### config.mk
export PLATFORM = sky130hd
export DESIGN_NAME = lirq_router
export DESIGN_NICKNAME = d
export VERILOG_FILES = /design/src/rtl/lirq_router.sv
export SDC_FILE = /design/constraint.sdc
export NUM_CORES = 1
export LEC_CHECK = 0
export ABC_AREA = 1
export BUFFER_PORTS_ARGS = -buffer_cell sky130_fd_sc_hd__buf_2
export CAP_MARGIN = 20
export CORE_MARGIN = 4
export CORE_UTILIZATION = 45
export CTS_CLUSTER_SIZE = 12
export DETAILED_ROUTE_END_ITERATION = 6
export GPL_ROUTABILITY_DRIVEN = 0
export PLACE_DENSITY = 0.57
export SLEW_MARGIN = 20
export SYNTH_ARGS = -nofsm -noshare
export SYNTH_HDL_FRONTEND = slang
export SYNTH_SLANG_ARGS = --single-unit
### constraint.sdc
create_clock -name clk -period 2.1 [get_ports clk]
set_input_delay 0 -clock clk [delete_from_list [all_inputs] [get_ports clk]]
set_output_delay 0 -clock clk [all_outputs]
set_load 0.02 [all_outputs]
### src/rtl/lirq_router.sv
module lirq_router #(
  parameter int NSRC  = 32,
  parameter int NCORE = 4,
  parameter int NLINE = 4,
  parameter int AW    = 8
) (
  input  logic                   clk,
  input  logic                   rst_n,
  input  logic [NSRC-1:0]        src_i,
  input  logic                   we_i,
  input  logic [AW-1:0]          addr_i,
  input  logic [31:0]            wdata_i,
  output logic [31:0]            rdata_o,
  output logic [NCORE*NLINE-1:0] irq_o
);
  localparam int RW  = NCORE + NLINE;
  localparam int SIW = $clog2(NSRC);
  localparam int CIW = $clog2(NCORE);
  localparam logic [AW-1:0] A_EN   = AW'(8'h20);
  localparam logic [AW-1:0] A_DIS  = AW'(8'h24);
  localparam logic [AW-1:0] A_POL  = AW'(8'h28);
  localparam logic [AW-1:0] A_EDGE = AW'(8'h2C);
  localparam logic [AW-1:0] A_STAT = AW'(8'h30);

  logic [RW-1:0]   route_q [NSRC];
  logic [NSRC-1:0] en_q, pol_q, edge_q, s1_q, s2_q, prev_q, lat_q;
  logic [NSRC-1:0] hit, level, act;
  logic [NSRC-1:0] core_sel [NCORE];
  logic [NSRC-1:0] line_sel [NLINE];
  logic [NSRC-1:0] stat [NCORE];

  wire wr_en   = we_i && addr_i == A_EN;
  wire wr_dis  = we_i && addr_i == A_DIS;
  wire wr_pol  = we_i && addr_i == A_POL;
  wire wr_edge = we_i && addr_i == A_EDGE;
  wire [NSRC-1:0] wv  = wdata_i[NSRC-1:0];
  wire [NSRC-1:0] clr = wr_dis ? wv : '0;

  assign hit   = edge_q & ((~pol_q & s2_q & ~prev_q) | (pol_q & ~s2_q & prev_q));
  assign level = ~edge_q & ~(s2_q ^ pol_q);
  assign act   = (lat_q | level) & en_q;

  always_ff @(posedge clk or negedge rst_n) begin
    if (!rst_n) begin
      en_q <= '0; pol_q <= '0; edge_q <= '0;
      s1_q <= '0; s2_q <= '0; prev_q <= '0; lat_q <= '0;
    end else begin
      s1_q   <= src_i;
      s2_q   <= s1_q;
      prev_q <= s2_q;
      lat_q  <= edge_q & (lat_q | hit) & ~clr;
      if (wr_en)   en_q   <= en_q | wv;
      if (wr_dis)  en_q   <= en_q & ~wv;
      if (wr_pol)  pol_q  <= wv;
      if (wr_edge) edge_q <= wv;
    end
  end

  always_ff @(posedge clk or negedge rst_n) begin
    if (!rst_n) begin
      for (int i = 0; i < NSRC; i++) route_q[i] <= '0;
    end else begin
      for (int i = 0; i < NSRC; i++)
        if (we_i && addr_i == AW'(i)) route_q[i] <= wdata_i[RW-1:0];
    end
  end

  for (genvar i = 0; i < NSRC; i++) begin : g_src
    for (genvar c = 0; c < NCORE; c++) begin : g_c
      assign core_sel[c][i] = route_q[i][c];
    end
    for (genvar l = 0; l < NLINE; l++) begin : g_l
      assign line_sel[l][i] = route_q[i][NCORE+l];
    end
  end

  for (genvar c = 0; c < NCORE; c++) begin : g_core
    assign stat[c] = act & core_sel[c];
    for (genvar l = 0; l < NLINE; l++) begin : g_line
      assign irq_o[c*NLINE+l] = |(stat[c] & line_sel[l]);
    end
    assert_line_has_status_R11: assert property (@(posedge clk) disable iff (!rst_n)
      (irq_o[c*NLINE +: NLINE] != '0) |-> (stat[c] != '0));
  end

  always_comb begin
    rdata_o = '0;
    if (addr_i < AW'(NSRC))
      rdata_o[RW-1:0] = route_q[addr_i[SIW-1:0]];
    else if (addr_i == A_EN)
      rdata_o[NSRC-1:0] = en_q;
    else if (addr_i == A_POL)
      rdata_o[NSRC-1:0] = pol_q;
    else if (addr_i == A_EDGE)
      rdata_o[NSRC-1:0] = edge_q;
    else if (addr_i >= A_STAT && addr_i < A_STAT + AW'(4*NCORE) && addr_i[1:0] == 2'b00)
      rdata_o[NSRC-1:0] = stat[CIW'((addr_i - A_STAT) >> 2)];
  end

  assert_enable_set_R3: assert property (@(posedge clk) disable iff (!rst_n)
    wr_en |=> ((en_q & $past(wv)) == $past(wv)));
  assert_disable_clear_R4: assert property (@(posedge clk) disable iff (!rst_n)
    wr_dis |=> ((en_q & $past(wv)) == '0 && (lat_q & $past(wv)) == '0));
  assert_latch_hold_R9: assert property (@(posedge clk) disable iff (!rst_n)
    !(wr_dis || wr_edge) |=> (($past(lat_q) & ~lat_q) == '0));
  assert_level_no_latch_R7: assert property (@(posedge clk) disable iff (!rst_n)
    !wr_edge |=> ((lat_q & ~edge_q) == '0));
endmodule

# Word level (Yosys, flattened, before mapping)
# Cells that the tools add are included.
[classes]
order_cmp = 5
n_addsub = 1
n_eq_ne = 35
n_bitwise = 44
muxes = 15
reduce_logical = 57
[op_table]
columns = ["op", "n"]
rows = [
  ["$and 32x32->32", 30],
  ["$reduce_or 32->1", 16],
  ["$mux 32", 9],
  ["$not 32->32", 7],
  ["$eq 8x5->1 const B", 16],
  ["$or 32x32->32", 4],
  ["$bmux 32 s2", 1],
  ["$eq 8x4->1 const B", 8],
  ["$bmux 8 s5", 1],
  ["$logic_and 1x1->1", 38],
  ["$eq 8x3->1 const B", 4],
  ["$eq 8x6->1 const B", 4],
  ["$xor 32x32->32", 1],
  ["$mux 24", 1],
  ["$mux 8", 3],
  ["$eq 8x2->1 const B", 2],
  ["$eq 8x1->1 const B", 1],
  ["$ge 8x6->1 const B", 1],
  ["$logic_not 8->1", 1],
  ["$lt 8x6->1 const B", 1],
  ["$lt 8x7->1 const B", 1],
  ["$ge 6x6->1 const B", 1],
  ["$not 5->6", 1],
  ["$sub 4x1->4 const B", 1],
  ["4 further kinds", 4],
]
[totals]
register_bits = 480
elab_cells = 196
out_inout_bits = 48
in_bits = 75

# Longest topological paths before layout
[logic_depth]
word_depth = 14
ltp_mapped = 14
mapped_depth_nobuf = 12

# Worst setup path after synthesis
# OpenSTA, ideal clock, no wires.
[synth_path]
kind = "flip-flop to output port"
from = "register pol_q[31]"
to = "output port rdata_o[31]"
t_required_ps = 2100
n_path_buf = 0
arrival_ps = 1642
stages_incl_launch_ff = 11
path_slack_ps = 458
cell_sequence = "dfrtp_1 inv_1 ha_1 inv_1 o21ai_0 nand3_1 a21oi_1 nand4_1 nand3_1 nand2_1 inv_1"
[synth_between]
elab_chain_cells = 14
elab_cells_between_ends = 17
cone_classes = "mux (8); bitwise (9)"
[synth_rtl]
columns = ["element", "line_no", "text"]
rows = [
  ["start: declaration", "26", "logic [NSRC-1:0] en_q, pol_q, edge_q, s1_q, s2_q, prev_q, lat_q;"],
  ["start signal: assignment", "54", "if (wr_pol) pol_q <= wv;"],
  ["$xor 32x32->32", "40", "assign level = ~edge_q & ~(s2_q ^ pol_q);"],
  ["$not 32->32", "40", ""],
  ["$and 32x32->32", "40", ""],
  ["$or 32x32->32", "41", "assign act = (lat_q | level) & en_q;"],
  ["$and 32x32->32", "41", ""],
  ["$and 32x32->32", "78", "assign stat[c] = act & core_sel[c];"],
  ["$bmux 32 s2", "97", "rdata_o[NSRC-1:0] = stat[CIW'((addr_i - A_STAT) >> 2)];"],
  ["$mux 32 (implied by the code) (2 in a row)", "97", ""],
  ["$mux 32", "96", "else if (addr_i >= A_STAT && addr_i < A_STAT + AW'(4*NCORE) && addr_i[1:0] == 2'b00)"],
  ["$mux 32", "94", "else if (addr_i == A_EDGE)"],
  ["$mux 32 (*)", "92", "else if (addr_i == A_POL)"],
  ["$mux 32 (*)", "90", "else if (addr_i == A_EN)"],
  ["$mux 24 (*)", "88", "if (addr_i < AW'(NSRC))"],
  ["end: declaration", "13", "output logic [31:0] rdata_o,"],
]
# Every way passes the cells marked *; elsewhere a longest branch is shown, timed or not. The select of a mux whose other input is x is not followed.

# Worst setup path after layout
[layout_path]
from = "register s2_q[16]"
to = "output port irq_o[11]"
[layout_between]
elab_chain_cells = 8
[layout_rtl]
columns = ["element", "line_no", "text"]
rows = [
  ["start: declaration", "26", ""],
  ["start signal: assignment", "49", "s2_q <= s1_q;"],
  ["$xor 32x32->32", "40", ""],
  ["$not 32->32", "40", ""],
  ["$and 32x32->32", "40", ""],
  ["$or 32x32->32", "41", ""],
  ["$and 32x32->32", "41", ""],
  ["$and 32x32->32", "78", ""],
  ["$and 32x32->32", "80", "assign irq_o[c*NLINE+l] = |(stat[c] & line_sel[l]);"],
  ["$reduce_or 32->1", "80", ""],
  ["end: declaration", "14", "output logic [NCORE*NLINE-1:0] irq_o"],
]
# Every way passes these cells.

==> flow_summary.json <==
{
  "post-place-ws_ns": -0.191,
  "die-width_um": 250,
  "synth.most_common_cell": "nand2_1",
  "end_kind": "primary output",
  "failed_checks": "DRC, setup timing",
  "cts_buffers": 54,
  "hp-class": "in2reg",
  "drt_pass1_iterations": 7,
  "critPathLaunchType": "register",
  "fin_setup_tns_ns": -19.72,
  "critPathRequiredTime_ns": 2.10,
  "synth_cell_types": 29,
  "fin_nets": 4119,
  "syn_inst": 3606,
  "clock_sinks": 480,
  "hpwl_um": 79600,
  "core-area_sq_um": 57900,
  "powerDensity_nw_per_um2": 686,
  "synthTopCellsByArea": "dfrtp_1 45%, nand2_1 16%, o21ai_0 7.4%",
  "synth_area_sq_um": 26500,
  "ys_warn_count": 0,
  "slew_viol_final": 0,
  "clk_path_buf_depth": 3,
  "synth.largest_area_cell": "dfrtp_1",
  "grt_pass1_vias": 27200,
  "finalSetupViolCount": 48,
  "crit_type": "reg2out",
  "arrival_ns": 2.71,
  "rsz0062_at_grt": "true",
  "wl_per_cell_um": 23.3,
  "drive_gt1_share_pct": 23.7,
  "pin_count": 123,
  "worst_pin_slew_ns": 1.17,
  "syn-mean-instance-area_sq_um": 7.34,
  "cts_tree": "done",
  "worst_setup_hold_path_clk_slew_ns": 0.06,
  "slowest_stage": "dfrtp_1",
  "min_period_over_period_pct": 129,
  "drtIter0Drc": 3652,
  "critPathMaxFanout": 4,
  "synthFlopType": "dfrtp_1",
  "dieArea_sq_um": 62700,
  "synth-edff-count": 0,
  "relSlewSlack_pct": 22.1,
  "ys_seq_area_share_pct": 45.4,
  "power_leakage_uw": 0.0163,
  "period_needed_ns": 2.71,
  "finalHoldViolations": 0,
  "cp_cell_sequence": "ha_4 -> inv_2 -> o21bai_1 -> buf_4 -> nand3_4 -> buf_4 -> o22ai_1 -> nor2_1 -> nand2_2 -> nor2_1 -> nand2_2 -> buf_6",
  "grt_max_degree": 89,
  "grt_pass1_wl_um": 168000,
  "antenna_found_initial": 2,
  "cap_violations": 0,
  "peakVddDrop_mv": 0.745,
  "portBuffers": 122,
  "setup_ws_ns": -0.607,
  "routed_via_density": 5.85,
  "place_area_sq_um": 29300,
  "final_core_util_pct": 61.3,
  "syn_nets": 3745,
  "dr_total_vias": 28000,
  "postRouteAntennaNets": 0,
  "max_stage_delay_ns": 0.40,
  "yosysTopAreaCellShare_pct": 45.4,
  "drc": 28,
  "top_usage_layer": "met2",
  "rows": 88,
  "grt-ovfl-total": 0,
  "syn_to_final_growth_pct": 34.2,
  "synthArstFlopShare_pct": 100,
  "finalInstanceArea_sq_um": 35500,
  "ys_ff_latch": 480,
  "h-tree-depth": 2,
  "die_h_um": 250,
  "initial_core_util_pct": 45.7,
  "grt_use_met2_pct": 53.8,
  "wl_um": 112000,
  "cts_root_buffer": "clkbuf_16",
  "outcome": "finished with violations",
  "gr-usage-met3_pct": 8.30,
  "max_freq_mhz": 369,
  "clk-insertion-delay-late_ns": 0.64,
  "met1_usage_pct": 45.9,
  "synth_commonest_cells": "1138 x nand2_1, 480 x dfrtp_1, 403 x inv_1",
  "grt_usage_pct": 34.6,
  "fin_skew_ns": 0.0180
}
-- kinds of logic (layout without fill, tap and decap cells) --
| logic type | count (synthesis) | count (layout) | share of synthesized area (%) |
|---|---|---|---|
| AND/OR/NAND/NOR | 1729 | 1729 | 26.1 |
| other | 0 | 1 | 0 |
| buffers and inverters | 555 | 969 | 8.22 |
| adder cells (fa/ha/maj) | 64 | 64 | 3.03 |
| flip-flops | 480 | 480 | 45.4 |
| AO/OA/AOI/OAI | 746 | 746 | 15.9 |
| multiplexers | 32 | 32 | 1.32 |
-- worst paths after layout --
kind | from | endpoint | slack, ns | cells after the start
setup / recovery | s2_q[16]$_DFF_PN0_ | irq_o[11] | -0.61 | 12
hold / removal | src_i[21] | s1_q[21]$_DFF_PN0_ | 0.02 | 2
setup reg to reg | pol_q[28]$_DFFE_PN0P_ | lat_q[28]$_DFF_PN0_ | 0.52 | 7
hold reg to reg | s1_q[27]$_DFF_PN0_ | s2_q[27]$_DFF_PN0_ | 0.35 | 0
max in group asynchronous | rst_n | s2_q[7]$_DFF_PN0_ | 1.49 | 3
min in group asynchronous | rst_n | core_sel[49]$_DFFE_PN0P_ | 0.10 | 3
-- where the power goes --
group | total (uW) | switching (uW) | leakage [uW] | internal, uW
Clock | 9770 | 4080 | 0.000881 | 5690
Combinational | 4090 | 2630 | 0.00920 | 1460
Sequential | 10500 | 683 | 0.00623 | 9810
Total | 24400 | 7390 | 0.0163 | 17000
-- flip-flops by register name (all words and copies together) (netlist names), named ones only --
signal / flops
s2_q: 32
prev_q: 32
s1_q: 32
lat_q: 32
edge_q: 32
pol_q: 32
core_sel: 128
line_sel: 128
-- metrics by stage --
stage	hold WS (ns)	total power, uW	std cells
6_report	0.0192	24400	4786
5_1_grt	0.0112	25200	4785
4_1_cts	0.00568	24100	4770
3_5_place_dp	-0.0480	13600	4564
3_3_place_gp	-0.0470	13500	4564
2_1_floorplan	-0.296	11900	3606
-- placed cells by master, fill, tap and decap left out, types with 57 or more instances in the layout --
master         count
dfrtp_1          477
nand2_2           75
buf_6             60
o21ai_0          372
nand2_1         1041
dlygate4sd3_1     85
inv_1            356
nor2_1           258
o22ai_1          149
nand3_1           57
nand3_4           82
buf_4            212
buf_2             76
-- layer usage --
metal	wire length (um)	up-vias
met1	43600	13400
met4	6800	0
li1	-	12500
met3	11600	424
met2	49600	1653
met5	0	-
-- final cells by class --
| cell class | count | area (sq um) |
|---|---|---|
| multi-input combinational | 2571 | 15100 |
| timing repair buffer | 463 | 4080 |
| clock inverter | 18 | 273 |
| tap | 765 | 957 |
| inverter | 410 | 1550 |
| clock buffer | 78 | 1530 |
| antenna | 1 | 2.50 |
| sequential | 480 | 12000 |
| fill | 5166 | 22400 |
-- timing repair --
action                                  CTS  global route
pin swaps                               122           147
gates resized for setup                 516           233
endpoints found under the setup margin   48            48
endpoints found under the hold margin   684             0
hold buffers                             86             0
cloned                                    0             0
buffers inserted                         33            20
-- critical path, delay by kind of cell, from the launching register on --
kind	cells	cell delay (ns)
buffers and inverters	4	0.57
AO/OA/AOI/OAI	2	0.29
flip-flops	1	0.40
adder cells (fa/ha/maj)	1	0.27
AND/OR/NAND/NOR	5	0.55
Note: power is estimated with default switching activity, not from simulation.
